==> config.mk <==
export PLATFORM = sky130hd
export DESIGN_NAME = tcc_compare_chan
export DESIGN_NICKNAME = d
export VERILOG_FILES = /design/src/rtl/tcc_pkg.sv /design/src/rtl/tcc_ctrl_reg.sv /design/src/rtl/tcc_cmp_buf.sv /design/src/rtl/tcc_pin_drv.sv /design/src/rtl/tcc_compare_chan.sv
export SDC_FILE = /design/constraint.sdc
export NUM_CORES = 1
export LEC_CHECK = 0
export BUFFER_PORTS_ARGS = -buffer_cell sky130_fd_sc_hd__buf_2
export CORE_MARGIN = 3
export CORE_UTILIZATION = 45
export CTS_CLUSTER_SIZE = 8
export DETAILED_ROUTE_END_ITERATION = 7
export PLACE_DENSITY = 0.71
export SYNTH_ARGS = -nofsm -noshare
export SYNTH_HDL_FRONTEND = slang
export SYNTH_SLANG_ARGS = --single-unit
==> constraint.sdc <==
create_clock -name clk_i -period 4 [get_ports clk_i]
set_clock_uncertainty 0.05 [all_clocks]
set_input_delay 0.2 -clock clk_i [delete_from_list [all_inputs] [get_ports clk_i]]
set_output_delay 0.2 -clock clk_i [all_outputs]
set_load 0.05 [all_outputs]
==> src/rtl/tcc_pkg.sv <==
package tcc_pkg;
  localparam int unsigned CTRL_W = 8;
  localparam logic [3:0] MODE_OFF    = 4'h0;
  localparam logic [3:0] MODE_TOGGLE = 4'h5;
  localparam logic [3:0] MODE_PULSE  = 4'hF;

  typedef struct packed {
    logic       flag;
    logic       ie;
    logic [3:0] mode;
    logic       rsvd;
    logic       dma_en;
  } ctrl_t;
endpackage

==> src/rtl/tcc_ctrl_reg.sv <==
module tcc_ctrl_reg
  import tcc_pkg::*;
(
  input  logic              clk_i,
  input  logic              rst_ni,
  input  logic              wr_i,
  input  logic [CTRL_W-1:0] wdata_i,
  input  logic              hit_i,
  output ctrl_t             ctrl_o,
  output logic              dis_o
);
  ctrl_t q;
  ctrl_t wd;

  assign wd    = ctrl_t'(wdata_i);
  assign dis_o = wr_i && (q.mode != MODE_OFF) && (wd.mode == MODE_OFF);

  always_ff @(posedge clk_i or negedge rst_ni) begin
    if (!rst_ni) begin
      q <= '0;
    end else begin
      if (wr_i) begin
        q.dma_en <= wd.dma_en;
        q.mode   <= wd.mode;
        q.ie     <= wd.ie;
      end
      // set beats write-1-to-clear
      if (hit_i)                 q.flag <= 1'b1;
      else if (wr_i && wd.flag)  q.flag <= 1'b0;
    end
  end

  assign ctrl_o = '{flag: q.flag, ie: q.ie, mode: q.mode, rsvd: 1'b0, dma_en: q.dma_en};
endmodule

==> src/rtl/tcc_cmp_buf.sv <==
module tcc_cmp_buf #(
  parameter int unsigned CNT_W = 31
) (
  input  logic             clk_i,
  input  logic             rst_ni,
  input  logic [CNT_W-1:0] cnt_i,
  input  logic             wr_i,
  input  logic [CNT_W-1:0] wdata_i,
  input  logic             mode_on_i,
  input  logic             match_en_i,
  input  logic             drop_i,
  output logic             hit_o,
  output logic             armed_o,
  output logic [CNT_W-1:0] act_o
);
  logic [CNT_W-1:0] act_q, pend_q;
  logic             act_vld_q, pend_vld_q;

  assign hit_o   = act_vld_q && match_en_i && !drop_i && (cnt_i == act_q);
  assign armed_o = act_vld_q;
  assign act_o   = act_q;

  always_ff @(posedge clk_i or negedge rst_ni) begin
    if (!rst_ni) begin
      act_q      <= '0;
      pend_q     <= '0;
      act_vld_q  <= 1'b0;
      pend_vld_q <= 1'b0;
    end else if (drop_i) begin
      act_vld_q  <= 1'b0;
      pend_vld_q <= 1'b0;
    end else if (hit_o) begin
      if (wr_i) begin
        if (pend_vld_q) begin
          act_q  <= pend_q;
          pend_q <= wdata_i;
        end else begin
          act_q <= wdata_i;
        end
      end else if (pend_vld_q) begin
        act_q      <= pend_q;
        pend_vld_q <= 1'b0;
      end else begin
        act_vld_q <= 1'b0;
      end
    end else if (wr_i) begin
      if (mode_on_i && act_vld_q) begin
        pend_q     <= wdata_i;
        pend_vld_q <= 1'b1;
      end else begin
        act_q     <= wdata_i;
        act_vld_q <= 1'b1;
      end
    end
  end
endmodule

==> src/rtl/tcc_pin_drv.sv <==
module tcc_pin_drv
  import tcc_pkg::*;
(
  input  logic       clk_i,
  input  logic       rst_ni,
  input  logic [3:0] mode_i,
  input  logic       hit_i,
  input  logic       clr_i,
  output logic       pin_o
);
  logic pin_q;

  always_ff @(posedge clk_i or negedge rst_ni) begin
    if (!rst_ni)                    pin_q <= 1'b0;
    else if (clr_i)                 pin_q <= 1'b0;
    else if (mode_i == MODE_TOGGLE) pin_q <= pin_q ^ hit_i;
    else if (mode_i == MODE_PULSE)  pin_q <= hit_i;
    else if (mode_i == MODE_OFF)    pin_q <= 1'b0;
  end

  assign pin_o = pin_q;
endmodule

==> src/rtl/tcc_compare_chan.sv <==
module tcc_compare_chan
  import tcc_pkg::*;
#(
  parameter int unsigned CNT_W  = 31,
  parameter int unsigned DATA_W = 32
) (
  input  logic              clk_i,
  input  logic              rst_ni,
  input  logic [CNT_W-1:0]  count_i,
  input  logic              wrap_i,
  input  logic              wrap_en_i,
  input  logic              wr_en_i,
  input  logic              wr_sel_i,
  input  logic [DATA_W-1:0] wr_data_i,
  output logic [CTRL_W-1:0] ctrl_o,
  output logic [CNT_W-1:0]  cmp_o,
  output logic              irq_o,
  output logic              pin_o
);
  ctrl_t ctrl;
  logic  hit, armed, dis, drop, wr_ctrl, wr_cmp, mode_on, match_en;

  assign wr_ctrl  = wr_en_i && !wr_sel_i;
  assign wr_cmp   = wr_en_i &&  wr_sel_i;
  assign mode_on  = ctrl.mode != MODE_OFF;
  assign match_en = (ctrl.mode == MODE_TOGGLE) || (ctrl.mode == MODE_PULSE);
  assign drop     = dis || (wrap_i && !wrap_en_i);

  tcc_ctrl_reg u_ctrl (
    .clk_i   (clk_i),
    .rst_ni  (rst_ni),
    .wr_i    (wr_ctrl),
    .wdata_i (wr_data_i[CTRL_W-1:0]),
    .hit_i   (hit),
    .ctrl_o  (ctrl),
    .dis_o   (dis)
  );

  tcc_cmp_buf #(.CNT_W(CNT_W)) u_buf (
    .clk_i      (clk_i),
    .rst_ni     (rst_ni),
    .cnt_i      (count_i),
    .wr_i       (wr_cmp),
    .wdata_i    (wr_data_i[CNT_W-1:0]),
    .mode_on_i  (mode_on),
    .match_en_i (match_en),
    .drop_i     (drop),
    .hit_o      (hit),
    .armed_o    (armed),
    .act_o      (cmp_o)
  );

  tcc_pin_drv u_pin (
    .clk_i  (clk_i),
    .rst_ni (rst_ni),
    .mode_i (ctrl.mode),
    .hit_i  (hit),
    .clr_i  (dis),
    .pin_o  (pin_o)
  );

  assign ctrl_o = ctrl;
  assign irq_o  = ctrl.flag && ctrl.ie;
endmodule

==> results.md, run 1 <==
* Status: finished, violations left
* Failing checks: negative hold slack
* Gpl congestion at roughly 0.9
* R2r startpoint: u_buf.act_o[29]
* CTS tree: done
* Worst R2R End: u_buf.pend_q[29]
* Drt pass-1 iters at 4
* Bufs on Longest Clock Path at 2
* Final wirelength at 9021 um
* Dpl hpwl at between 6000 and 7000 um
* Met3 wire length at about 580 um
* Post-Syn Instances at 285
* CP max FO at 16
* Via count at about 2700
* CP peak stage delay at 0.59 ns
* ANT nets after route at 0
* Crit path cell chain: xor2_1 > or4b_1 > or4_4 > nor4b_4 > mux2i_4 > buf_4 > mux2_2
* CP arrival at 3.51 ns
* Total Power at ~2.8 mW
* Pwr dens at 590.8 nW/um2
* RSZ-0062 raised after global routing: no
* Ys flop type: dfrtp_1
* Worst-Margin Slew at 1.020 ns
* Die width at slightly below 100 um
* Minimum clock period at 3.328 ns
* # rows at 33
* CP Class: flop to flop
* DRT iter0 DRCs at between 80 and 90
* M1 WL at 4097 um
* Maximum VDD drop at 0.2664 mV
* First-pass GRT wire length at 14750 um
* CTS H-tree depth at 3
* CP Data Required Time at 4.19 ns
* DR vias/cell at between 5 and 6
* Clock Latency Late Sink at 0.35 ns
* Nets at 467
* Commonest non-fill, non-tap cells in the layout: 107 x buf_2, 72 x dfrtp_1, 65 x mux2_2
* Final Cycle Share at between 80% and 90%
* Ys Warns at 0
* Post-synth EDFFs at 0
* Aggregate negative setup slack at 0 ns
* Commonest non-fill, non-tap cell in the layout: buf_2
* P_leak at 2.162 nW
* Synth Register Bits at 72
* Post-CTS Setup Bufs at 0
* I/O pin total at 110
* Fmax at between 300 and 400 MHz
* Quantity of I/O buffers inserted on ports at 107
* Hold WC Path Type: primary input to async pin
* Final Hold Vio Count at 35
* Uppermost routed layer: met4
* Largest net degree at the start of global routing at 46
* Syn avg cell area at 13.45 um2
* # hold bufs at CTS at 0
* Synth async-reset ratio at between 90% and 100%
* Crit. End Element: flop
* N_diodes at 0
* Initial antenna violation count at 0
* Hold_ws at -0.02950 ns
* Final setup viols at 0
* Core footprint at 8258 um2
* FF-to-FF path depth at 7
* DRC at 0
* Post-cts gate resize count at 0
* Global route total overflow at 0
* Register area share after synthesis at 47.01%
* CTS buffer count at 9
* GR Util All Layers at between 10% and 20%
* Setup slack, reg-to-reg at between 0.6 and 0.7 ns
* Slowest cell on crit path: or4_4
* Vias in the first global route at 2839
* Synthesized Nets at 354
* Synth unique cells at 40
* WL met2 at 4202 um
* Clock root buffer: clkbuf_8
* Type of origin of the critical path: flop
* Full die area at between 9000 and 10000 um2
* CTS clk-pin slew, worst paths at roughly 0.080 ns
* P&R area growth vs syn at 24.19%
* Max-cap violations at 0
* DR WL/cell at 17.76 um
* Die H at between 90 and 100 um
* Clock sinks at 72
* Worst rel slew slack at 31.99%
* Initial Utilization at 46.41%
* Slew Viols, Final at 0
* Share of cells above drive strength 1 at 57.32%
* Synthesized area at around 3800 um2
cells by family (layout without fill, tap and decap cells):
family                 after synthesis  in the layout  share of synthesized area (%)
AO/OA/AOI/OAI                       12             12                          1.992
XOR/XNOR                            34             34                          7.770
buffers and inverters               13            131                          2.057
flip-flops                          72             72                          47.01
multiplexers                       101            101                          32.55
other                                1              1                        0.09785
AND/OR/NAND/NOR                     52             52                          8.521
report_power, final:
part           leakage [nW]  switching, mW  total (mW)  internal [mW]
logic                  1.19          0.618        1.03          0.411
registers             0.858          0.157        1.09          0.935
clock network         0.116          0.279       0.691          0.412
final cells by class:
type	instances	area, um2
clock buffer	10	127.6
fill	717	3498
inverter	2	7.507
multi-input combinational	200	1991
timing repair buffer	113	593.1
sequential	72	1802
clock inverter	6	107.6
tap	105	131.4
cells in the mapped netlist (2+ instances only):
cell | instances | area, um2
buf_2 | 3 | 15.01
nor4b_1 | 2 | 17.52
nor2b_1 | 2 | 12.51
mux2_4 | 30 | 450.4
nor4_1 | 2 | 12.51
buf_6 | 3 | 33.78
a2bb2oi_1 | 2 | 17.52
clkbuf_1 | 3 | 11.26
or4_4 | 2 | 22.52
mux2_2 | 65 | 732.0
a21oi_1 | 3 | 15.01
nor3_1 | 4 | 20.02
o21ai_0 | 3 | 15.01
nor2_1 | 5 | 18.77
nand2_1 | 11 | 41.29
nand4_1 | 10 | 62.56
or4_1 | 2 | 15.01
dfrtp_1 | 72 | 1802
nand3_1 | 3 | 15.01
mux2_1 | 4 | 45.04
xnor2_1 | 26 | 227.7
mux2i_1 | 2 | 20.02
inv_1 | 2 | 7.510
xor2_1 | 8 | 70.07
state kept, by name, indices dropped and copies added, names as in the netlist:
name	count
u_buf.pend_q	31
u_buf.pend_vld_q	1
u_ctrl.ctrl_o	7
u_buf.act_o	31
u_pin.pin_o	1
u_buf.armed_o	1
stage by stage:
| step | worst slack, ns | instances | utilization, % | cell area, um2 |
|---|---|---|---|---|
| 6_report | 0.6724 | 508 | 57.64 | 4760 |
| 5_1_grt | 0.5219 | 508 | 57.64 | 4760 |
| 4_1_cts | 0.6571 | 508 | 57.64 | 4760 |
| 3_5_place_dp | 0.6697 | 492 | 54.79 | 4524 |
| 3_3_place_gp | 0.6857 | 492 | 54.79 | 4524 |
| 2_1_floorplan | 0.6456 | 285 | - | 3832 |
per-layer routing:
layer / GRT usage (%) / up-vias
li1: - / 1255
met1: 26.60 / 1335
met2: 30.11 / 90
met3: 5.214 / 12
met4: 7.353 / 0
met5: 0 / -
worst max-delay path, delay by kind of cell (launching register included):
family / cells / cell delay [ns]
flops: 1 / 0.40
buf+inv: 1 / 0.34
xor+xnor: 1 / 0.19
simple gates: 3 / 1.56
mux: 2 / 0.67
worst max path at each step:
stage	from	to	slack, ns	depth (start not counted)
2_1_floorplan	u_buf.act_o[29]	u_buf.pend_q[0]	0.65	7
3_3_place_gp	u_buf.act_o[23]	u_buf.pend_q[29]	0.69	7
3_5_place_dp	u_buf.act_o[29]	u_buf.pend_q[29]	0.67	7
4_1_cts	u_buf.act_o[23]	u_buf.pend_q[29]	0.66	7
5_1_grt	u_buf.act_o[30]	u_buf.pend_q[29]	0.52	7
6_report	u_buf.act_o[29]	u_buf.pend_q[29]	0.67	7
No activity file was read; power rests on OpenSTA's default activity.
==> run 2, diff against run 1 <==
PLACE_DENSITY = 0.73   (was 0.71)
clock period = 2.8 ns   (was 4 ns; I/O delays follow)
==> run 2 against run 1 <==
Net effect:
- the run ends with negative setup slack left
- cell area grew 13%
- clock-buffer cell count rose by 1
- flip-flop and latch count did not move
- cell count is 9.6% higher
- total power grew 46%
- fmax rose by 11%
- combinational power grew 60%
- critical path depth unchanged
- worst hold slack better by 0.036 ns
- clock power increased by 28%
- first-iteration DRC count is 38% higher
==> results.md, run 2 (synthesis results as in run 1) <==
* Status: finished, violations left
* Failing checks: negative setup slack
* Vias in the first global route at about 3100
* CTS H-tree depth at 3
* CTS clk-pin slew, worst paths at approximately 0.070 ns
* CP Class: flop to flop
* Final setup viols at 62
* Design area at 5368 um2
* Pint at 2.556 mW
* P_leak at 2.508 nW
* Worst rel slew slack at 22.31%
* # rows at 33
* Via count at 2864
* Initial antenna violation count at 0
* CP arrival at 3.19 ns
* Share of cells above drive strength 1 at roughly three fifths
* Sw frac at a little under two fifths
* Clock Latency Late Sink at 0.35 ns
* N_diodes at 0
* Clock sinks at 72
* Crit path cell chain: xor2_1 > or4b_1 > or4_4 > nor4b_4 > mux2i_4 > buf_12 > mux2_4
* Hold WC Path Type: primary input to flop
* Clock root buffer: clkbuf_8
* Die H at 98.29 um
* Drt pass-1 iters at 4
* CTS tree: done
* Placed inst area at 4877 um2
* Largest net degree at the start of global routing at 73
* CP peak stage delay at 0.53 ns
* DRC at 0
* PnR worst setup slack at -0.2100 ns
* Initial Utilization at 46.41%
* RSZ-0062 raised after global routing: yes
* Maximum VDD drop at around 0.43 mV
* Fmax at 332.2 MHz
* Comb power frac at 40.3%
* Type of origin of the critical path: flop
* DR vias/cell at 5.142
* DR WL/cell at around 17 um
* Full die area at ~9700 um2
* Pwr dens at between 700 and 800 nW/um2
* Total Power at 4.102 mW
* First-pass GRT wire length at roughly 16000 um
* Nets at 517
* Bufs on Longest Clock Path at 2
* Crit. End Element: flop
* Commonest non-fill, non-tap cells in the layout: 106 x buf_2, 65 x dfrtp_1, 63 x mux2_4
* CP Data Required Time at approximately 3 ns
* Slew Viols, Final at 0
* Max-cap violations at 0
* ANT nets after route at 0
* Commonest non-fill, non-tap cell in the layout: buf_2
* DRT iter0 DRCs at 119
* Core footprint at 8258 um2
* # fillers at 630
* Worst-Margin Slew at about 1.2 ns
* Quantity of I/O buffers inserted on ports at 107
* Minimum clock period at ~3 ns
* Gpl congestion at 0.7790
* Clk pwr share at 21.6%
* CP max FO at 18
* GR Util All Layers at 20.41%
* CTS buffer count at 9
* Sw Pwr at between 1.5 and 2 mW
* Dpl hpwl at between 7000 and 8000 um
* Final Hold Vio Count at 0
* Final wirelength at 9737 um
* I/O pin total at 110
* Final Cycle Share at 107.5%
* Global route total overflow at 0
* Die width at 98.29 um
* Slowest cell on crit path: or4b_1
* P&R area growth vs syn at 40.06%
* Seq pwr share at 38.1%
[run 2: path summary, 6_finish.rpt]
check | start | endpoint | slack [ns] | cells past startpoint
max reg2reg | u_buf.act_o[23] | u_buf.pend_q[18] | -0.21 | 7
min | wr_data_i[18] | u_buf.pend_q[18] | 0.006 | 2
max in group asynchronous | rst_ni | u_ctrl.ctrl_o[2] | 1.62 | 2
min reg2reg | u_ctrl.ctrl_o[0] | u_ctrl.ctrl_o[0] | 0.46 | 1
max | u_buf.act_o[23] | u_buf.pend_q[18] | -0.21 | 7
min in group asynchronous | rst_ni | u_buf.act_o[14] | 0.41 | 2
[run 2: layer usage]
metal | GRT usage [%] | vias up | routed length, um | share of wire, %
li1 | - | 1349 | - | -
met4 | 4.307 | 0 | 70 | 0.72
met3 | 5.214 | 9 | 535 | 5.5
met1 | 26.79 | 1409 | 4292 | 44
met5 | 0 | - | 0 | 0
met2 | 34.27 | 97 | 4839 | 50
[run 2: stage by stage]
step	utilization (%)	hold slack (ns)	setup slack [ns]	instances	setup TNS [ns]
after floorplan	-	-0.2056	-0.2975	285	-15.30
after global placement	59.06	0.2840	-0.1685	517	-7.173
after detailed placement	59.06	0.2837	-0.2513	517	-12.02
after CTS	64.65	0.002546	-0.2043	556	-9.818
after global routing	65.00	0.002008	-0.2961	557	-15.15
final	65.00	0.006457	-0.2100	557	-10.31
[run 2: repair_timing]
action                                  4_1_cts  5_1_grt
resized for setup                             4        1
endpoints found under the setup margin       62       62
buffers inserted                              1        0
cloned                                        0        1
hold buffers                                 23        0
hold endpoints to repair                     94        0
[run 2: final cells by class]
cell class,instances,area [um2],share of cell area [%]
multi-input cells,200,2135,39.77
flip-flops and latches,72,1810,33.73
repair buffers,163,1082,20.16
clock buffers,11,131.4,2.448
well taps,105,131.4,2.448
clock inverters,4,70.07,1.305
inverters,2,7.507,0.1399
[run 2: worst max-delay path: cells and delay by family (launching register included)]
kind | cells | cell delay, ns
simple gates | 3 | 1.33
buf+inv | 1 | 0.23
mux | 2 | 0.69
flops | 1 | 0.41
xor+xnor | 1 | 0.19
[run 2: power by group through the flow]
stage | Sequential, mW | Clock, mW | Combinational, mW
after global placement | 1.55 | 0 | 1.60
after CTS | 1.56 | 0.889 | 1.66
after detailed placement | 1.57 | 0 | 1.63
after global routing | 1.60 | 0.937 | 1.75
final | 1.56 | 0.886 | 1.65
after floorplan | 2.04 | 0 | 0.634
